<file path="config.mk">
export PLATFORM = sky130hd
export DESIGN_NAME = serial_addsub_display
export DESIGN_NICKNAME = d
export VERILOG_FILES = /design/src/rtl/addsub_pkg.sv /design/src/rtl/sw_debounce.sv /design/src/rtl/sipo_shift.sv /design/src/rtl/addsub_core.sv /design/src/rtl/signed_digit.sv /design/src/rtl/serial_addsub_display.sv
export SDC_FILE = /design/constraint.sdc
export NUM_CORES = 1
export LEC_CHECK = 0
export ABC_AREA = 1
export BUFFER_PORTS_ARGS = -buffer_cell sky130_fd_sc_hd__clkbuf_2
export CAP_MARGIN = 20
export CORE_ASPECT_RATIO = 1.75
export CORE_MARGIN = 2
export CORE_UTILIZATION = 30
export DETAILED_ROUTE_END_ITERATION = 10
export GPL_TIMING_DRIVEN = 0
export PLACE_DENSITY_LB_ADDON = 0.12
export SLEW_MARGIN = 20
export SYNTH_ARGS = -nofsm -noshare
export SYNTH_HDL_FRONTEND = slang
export SYNTH_SLANG_ARGS = --single-unit
export TNS_END_PERCENT = 1
</file>
<file path="constraint.sdc">
create_clock -name clk -period 1.8 [get_ports clk]
set_input_delay 0.27 -clock clk [delete_from_list [all_inputs] [get_ports clk]]
set_output_delay 0.27 -clock clk [all_outputs]
set_load 0.03 [all_outputs]
</file>
<file path="src/rtl/addsub_pkg.sv">
package addsub_pkg;
    localparam int SEG_W   = 7;
    localparam int DIGITS  = 4;

    typedef struct packed {
        logic             minus;
        logic [SEG_W-1:0] seg_n;
    } disp_t;

    localparam logic [DIGITS-1:0] DIGIT_RIGHT_N = 4'b1110;

    // Active-high glyph for one hex nibble, bit order {g,f,e,d,c,b,a}.
    function automatic logic [SEG_W-1:0] glyph(input logic [3:0] v);
        case (v)
            4'h0: glyph = 7'h3F;
            4'h1: glyph = 7'h06;
            4'h2: glyph = 7'h5B;
            4'h3: glyph = 7'h4F;
            4'h4: glyph = 7'h66;
            4'h5: glyph = 7'h6D;
            4'h6: glyph = 7'h7D;
            4'h7: glyph = 7'h07;
            4'h8: glyph = 7'h7F;
            4'h9: glyph = 7'h6F;
            4'hA: glyph = 7'h77;
            4'hB: glyph = 7'h7C;
            4'hC: glyph = 7'h39;
            4'hD: glyph = 7'h5E;
            4'hE: glyph = 7'h79;
            default: glyph = 7'h71;
        endcase
    endfunction
endpackage

</file>
<file path="src/rtl/sw_debounce.sv">
module sw_debounce #(
    parameter int HOLD_CYCLES = 16
) (
    input  logic clk,
    input  logic rst_n,
    input  logic raw,
    output logic press
);
    localparam int CW = $clog2(HOLD_CYCLES + 1);

    typedef struct packed {
        logic          s1;
        logic          s2;
        logic          level;
        logic          pulse;
        logic [CW-1:0] cnt;
    } db_t;

    db_t st_q, st_d;

    always_comb begin
        st_d       = st_q;
        st_d.s1    = raw;
        st_d.s2    = st_q.s1;
        st_d.pulse = 1'b0;
        if (st_q.s2 != st_q.level) begin
            if (st_q.cnt == CW'(HOLD_CYCLES - 1)) begin
                st_d.level = st_q.s2;
                st_d.cnt   = '0;
                st_d.pulse = st_q.s2;
            end else begin
                st_d.cnt = st_q.cnt + 1'b1;
            end
        end else begin
            st_d.cnt = '0;
        end
    end

    always_ff @(posedge clk) begin
        if (!rst_n) st_q <= '0;
        else        st_q <= st_d;
    end

    assign press = st_q.pulse;

    // one accepted press yields a one-cycle pulse only
    p_single_pulse_r3: assert property (@(posedge clk) disable iff (!rst_n)
        press |=> !press);
    // a pulse only follows the filtered level going high
    p_pulse_on_rise_r2: assert property (@(posedge clk) disable iff (!rst_n)
        $rose(st_q.level) |-> press);
endmodule

</file>
<file path="src/rtl/sipo_shift.sv">
module sipo_shift #(
    parameter int WIDTH = 4
) (
    input  logic             clk,
    input  logic             rst_n,
    input  logic             shift,
    input  logic             bit_in,
    output logic [WIDTH-1:0] value
);
    logic [WIDTH-1:0] val_q, val_d;

    always_comb begin
        val_d = val_q;
        if (shift) val_d = {bit_in, val_q[WIDTH-1:1]};
    end

    always_ff @(posedge clk) begin
        if (!rst_n) val_q <= '0;
        else        val_q <= val_d;
    end

    assign value = val_q;

    // existing bits move down one place per shift
    p_shift_down_r3: assert property (@(posedge clk) disable iff (!rst_n)
        shift |=> value[WIDTH-2:0] == $past(value[WIDTH-1:1]));
    // the new bit lands at the top
    p_shift_top_r3: assert property (@(posedge clk) disable iff (!rst_n)
        shift |=> value[WIDTH-1] == $past(bit_in));
    // without a shift pulse the register holds
    p_hold_r2: assert property (@(posedge clk) disable iff (!rst_n)
        !shift |=> $stable(value));
endmodule

</file>
<file path="src/rtl/addsub_core.sv">
module addsub_core #(
    parameter int WIDTH = 4
) (
    input  logic             clk,
    input  logic             rst_n,
    input  logic             load,
    input  logic             sub,
    input  logic [WIDTH-1:0] op_a,
    input  logic [WIDTH-1:0] op_b,
    output logic [WIDTH-1:0] result
);
    logic [WIDTH-1:0] res_q, res_d;
    logic [WIDTH-1:0] addend;

    always_comb begin
        addend = sub ? ~op_b : op_b;
        res_d  = res_q;
        if (load) res_d = WIDTH'(op_a + addend + WIDTH'(sub));
    end

    always_ff @(posedge clk) begin
        if (!rst_n) res_q <= '0;
        else        res_q <= res_d;
    end

    assign result = res_q;

    // add mode wraps modulo 2^WIDTH
    p_add_r5: assert property (@(posedge clk) disable iff (!rst_n)
        load && !sub |=> result == WIDTH'($past(op_a) + $past(op_b)));
    // subtract mode wraps modulo 2^WIDTH
    p_sub_r6: assert property (@(posedge clk) disable iff (!rst_n)
        load && sub |=> result == WIDTH'($past(op_a) - $past(op_b)));
    // result holds without a trigger
    p_hold_r7: assert property (@(posedge clk) disable iff (!rst_n)
        !load |=> $stable(result));
endmodule

</file>
<file path="src/rtl/signed_digit.sv">
module signed_digit
    import addsub_pkg::*;
#(
    parameter int WIDTH = 4
) (
    input  logic [WIDTH-1:0] value,
    output disp_t            disp
);
    logic             neg;
    logic [WIDTH-1:0] mag;

    always_comb begin
        neg        = value[WIDTH-1];
        mag        = neg ? WIDTH'(~value + 1'b1) : value;
        disp.minus = neg;
        disp.seg_n = ~glyph(4'(mag));
    end
endmodule

</file>
<file path="src/rtl/serial_addsub_display.sv">
module serial_addsub_display
    import addsub_pkg::*;
#(
    parameter int WIDTH       = 4,
    parameter int HOLD_CYCLES = 16
) (
    input  logic             clk,
    input  logic             rst_n,
    input  logic             data_bit,
    input  logic             shift_a_sw,
    input  logic             shift_b_sw,
    input  logic             compute_sw,
    input  logic             sub_sel,
    output logic [WIDTH-1:0] led_a,
    output logic [WIDTH-1:0] led_b,
    output logic [WIDTH-1:0] led_result,
    output logic [6:0]       seg_n,
    output logic [3:0]       digit_en_n,
    output logic             minus_on
);
    localparam int NSW = 3;

    logic [NSW-1:0] raw_sw, pulses;
    logic [WIDTH-1:0] res;
    disp_t disp;

    assign raw_sw = {compute_sw, shift_b_sw, shift_a_sw};

    for (genvar i = 0; i < NSW; i++) begin : g_db
        sw_debounce #(.HOLD_CYCLES(HOLD_CYCLES)) u_db (
            .clk(clk), .rst_n(rst_n), .raw(raw_sw[i]), .press(pulses[i]));
    end

    sipo_shift #(.WIDTH(WIDTH)) u_opa (
        .clk(clk), .rst_n(rst_n), .shift(pulses[0]), .bit_in(data_bit), .value(led_a));
    sipo_shift #(.WIDTH(WIDTH)) u_opb (
        .clk(clk), .rst_n(rst_n), .shift(pulses[1]), .bit_in(data_bit), .value(led_b));

    addsub_core #(.WIDTH(WIDTH)) u_core (
        .clk(clk), .rst_n(rst_n), .load(pulses[2]), .sub(sub_sel),
        .op_a(led_a), .op_b(led_b), .result(res));

    signed_digit #(.WIDTH(WIDTH)) u_disp (.value(res), .disp(disp));

    assign led_result = res;
    assign seg_n      = disp.seg_n;
    assign minus_on   = disp.minus;
    assign digit_en_n = DIGIT_RIGHT_N;

    // a lit minus never comes with a zero magnitude
    p_neg_nonzero_r8: assert property (@(posedge clk) disable iff (!rst_n)
        minus_on |-> seg_n != 7'h40);
    // sign light follows the result MSB
    p_sign_r8: assert property (@(posedge clk) disable iff (!rst_n)
        minus_on == led_result[WIDTH-1]);
    // a B shift never disturbs operand A
    p_b_isolated_r4: assert property (@(posedge clk) disable iff (!rst_n)
        pulses[1] && !pulses[0] |=> $stable(led_a));
endmodule

</file>
==> parameters.txt <==
Parameter                              Value

Floorplanning
  # IOs ... 31
  Initial cell density of the core ... 30.9%
  Horizontal extent of the die ... 62.8 µm
  Placeable core region ... 5880 µm²
  Die area ... 6720 µm²
  Number of cell rows ... 37
  DIE HEIGHT ... between 100 and 150 µm

Setup path
  Worst reg2reg startpoint ... u_opb.value[1]$_SDFFE_PN0P_
  Category of the worst setup path capture point ... primary output
  Depth of the worst register-to-register path ... 10
  Crit-path max FO ... 5
  Startpoint type of the worst setup path ... flip-flop
  Kind of critical path ... flip-flop to primary output
  Arrival time at the worst endpoint ... roughly 1.7 ns
  Internal reg-to-reg setup slack ... between 0.2 and 0.3 ns
  Critical register-to-register path endpoint ... u_core.result[3]$_SDFFE_PN0P_
  Required time of the critical path ... 1.53 ns

Timing
  Accumulated negative setup slack ... -0.725 ns
  Worst clock skew ... between 0.01 and 0.015 ns
  Endpoints failing setup ... 7
  Maximum achievable frequency ... ~0.52 GHz
  Count of final hold-check violations ... 0
  Share of the cycle needed by the critical path after routing ... 108%
  Minimum clock period ... 1.94 ns
  PnR worst setup slack ... -0.141 ns
  Final count of pins violating max slew ... 0
  Hold slack final ... 0.156 ns
  RSZ-0062 raised after global routing ... yes

Placement
  Routability-driven placement congestion ratio ... 0.728
  Post-DP HPWL ... between 2 and 3 mm
  Setup Slack @ Placement ... -0.106 ns
  Port bufs ... 26
  Post-placement cell count ... 343

Detailed routing
  Count of TritonRoute iterations in the first routing pass ... 4
  DRC ... 0
  Average routed wire per standard cell ... 10.9 µm
  Remaining number of nets flagged by the antenna check after routing ... 0
  Number of design-rule violations left by the first detailed-router iteration ... 40
  Post-detailed-route via-to-cell ratio ... 4.34
  Total vias in the final route ... 1,545
  Drt total wl ... roughly 3.9 mm

Cells and area
  Ratio of cells with drive above 1 in the final layout ... between 20% and 30%
  Syn-to-layout area delta ... 32.1%
  Post-layout instance count excluding filler cells ... around 360
  Final net count ... 298
  Combined area of the multi-input logic cells ... 987 µm²
  Number of filler instances in the final layout ... 644
  Antenna diodes ... 0
  Sequential cell area ... between 700 and 800 µm²

Global routing
  Tot GR Track Use ... 12.7%
  Number of antenna violations at the first check in global routing ... 0
  Met2 global-route usage ... 25.9%
  Global Route met3 Usage ... 2.52%
  GRT Max-Usage Layer ... met2
  Global route overflow ... 0
  Maximum number of pins on one net before global-route repair ... 14
  Met1 track utilization from global routing ... 11.5%
  Via count of the first global-routing pass ... 1,516
  First-pass GRT wire length ... 6.65 mm

Run status
  Violations in the final reports ... negative setup slack
  Run status ... finished, violations left

Synthesis
  Register area share after synthesis ... between 40 and 50%
  Number of register bits inferred by synthesis ... 39
  Post-synthesis average cell area ... approximately 7.7 µm²
  Number of unique standard cell types used by synthesis ... 27
  Number of enable flip-flop cells after synthesis ... 0
  Gate count of the mapped netlist ... ~240
  Syn. warnings ... 0
  Ys flop type ... dfxtp_1
  Cell Area, Synth ... roughly 1800 µm²
  Post-synthesis async set-or-reset flop share ... 0%

Power
  Leakage power ... ~1.1 nW
  Worst IR drop on VDD ... 604 µV
  Ratio of total power to cell area ... 696 nW/µm²
  Pwr Total ... 1.67 mW

Clock network
  Worst-skew pair later-pin latency ... roughly 0.30 ns
  Clock-pin slew on the worst setup and hold paths ... roughly 0.08 ns
  Clock root buffer ... clkbuf_8
  Maximum number of buffers from clock root to sink ... 2
  H-tree level count ... 2
  CTS tree ... yes
  CTS sink count ... 39
  Number of buffers created by CTS ... 5

Hold path
  Worst hold-check path type ... input pin to flip-flop
  Startpoint of the lowest-slack hold path ... shift_a_sw
  Endpoint with the worst hold slack ... g_db[0].u_db.st_d[7]$_SDFF_PN0_
  Number of cells on the worst hold path ... 3

Job
  Number of max-cap violations ... 0
==> critical path: stages (launching register included) <==
cell and delay [ns]:
dfxtp_4 0.37, inv_6 0.05, ha_4 0.26, nand2_4 0.07, nand2_4 0.08, ha_4 0.15, nor2_4 0.05, a211oi_4 0.16
clkbuf_8 0.19
==> sequential cells by signal (all words and copies together) (netlist names) <==
name             cells
g_db.u_db.st_q      21
u_opa.value          4
g_db.u_db.press      3
g_db.u_db.st_d       3
u_core.result        4
u_opb.value          4
==> area by class of cell <==
class                      count  share of cell area, %
tap                           78                   4.06
clock buffer                   5                   2.87
buffer                         7                   1.93
timing repair buffer          30                   9.07
inverter                      38                   6.25
clock inverter                 3                   1.82
sequential                    39                   32.9
multi-input combinational    156                   41.1
==> worst max-delay path by stage <==
stage | startpoint | endpoint | cells after the start | slack (ns)
after floorplan | u_core.result[0]$_SDFFE_PN0P_ | seg_n[6] | 7 | -0.05
after CTS | u_core.result[0]$_SDFFE_PN0P_ | seg_n[3] | 10 | -0.15
after detailed placement | u_core.result[0]$_SDFFE_PN0P_ | seg_n[6] | 8 | -0.11
after global placement | u_core.result[0]$_SDFFE_PN0P_ | seg_n[6] | 8 | -0.10
after global routing | u_core.result[0]$_SDFFE_PN0P_ | seg_n[6] | 8 | -0.23
final | u_core.result[0]$_SDFFE_PN0P_ | seg_n[6] | 8 | -0.14
==> layer usage <==
metal	routed length, µm	share of wire [%]
met1	1330	34
met2	2340	60
met4	84	2.2
met5	0	0
met3	122	3.1
==> where the power goes <==
part	switching, mW	leakage (nW)	internal, mW	total (mW)
clock network	0.318	0.0581	0.413	0.730
logic	0.0440	0.733	0.0251	0.0691
registers	0.00416	0.318	0.867	0.871
total	0.366	1.11	1.31	1.67
==> placed cells by master (no fill, tap or decap), drive strengths merged, types with 9 or more instances in the layout <==
cell type  instances
a21oi             12
clkbuf            29
nand3             11
ha                13
dfxtp             39
xor2               9
o21ai             15
inv               38
buf               13
nand2             48
nor2              35
==> synth_stat cells, types with 3 or more instances <==
library cell	number	area share, %
a21oi_1	12	3.3
nand3_1	10	2.8
nor3b_1	3	1.2
buf_4	5	2.1
o21ai_0	13	3.6
nand2_1	44	9.1
ha_1	13	8.9
xor2_1	9	4.3
inv_1	36	7.4
nor2_1	34	7.0
dfxtp_1	39	43
==> stage by stage <==
| stage | cell area (µm²) | utilization, % |
|---|---|---|
| global placement | 2100 | 35.7 |
| detailed placement | 2100 | 35.7 |
| finish | 2400 | 40.8 |
| CTS | 2380 | 40.4 |
| floorplan | 1870 | - |
| global route | 2400 | 40.8 |
==> kinds of logic after synthesis <==
group                    count (synthesis)  share of synthesized area, %
AND/OR/NAND/NOR                         98                          23.0
buffers and inverters                   45                          10.4
flip-flops                              39                          42.9
AO/OA/AOI/OAI                           30                          8.88
adder cells (fa/ha/maj)                 14                          10.0
XOR/XNOR                                 9                          4.34
other                                    2                         0.413
==> timing repair <==
action                     4_1_cts  5_1_grt
cloned                           1        0
hold buffers                     0        0
pin swaps                       10        2
buffers inserted                 4        0
resized for setup               32       10
setup endpoints to repair        7        7
No activity file was read; power rests on OpenSTA's default activity.
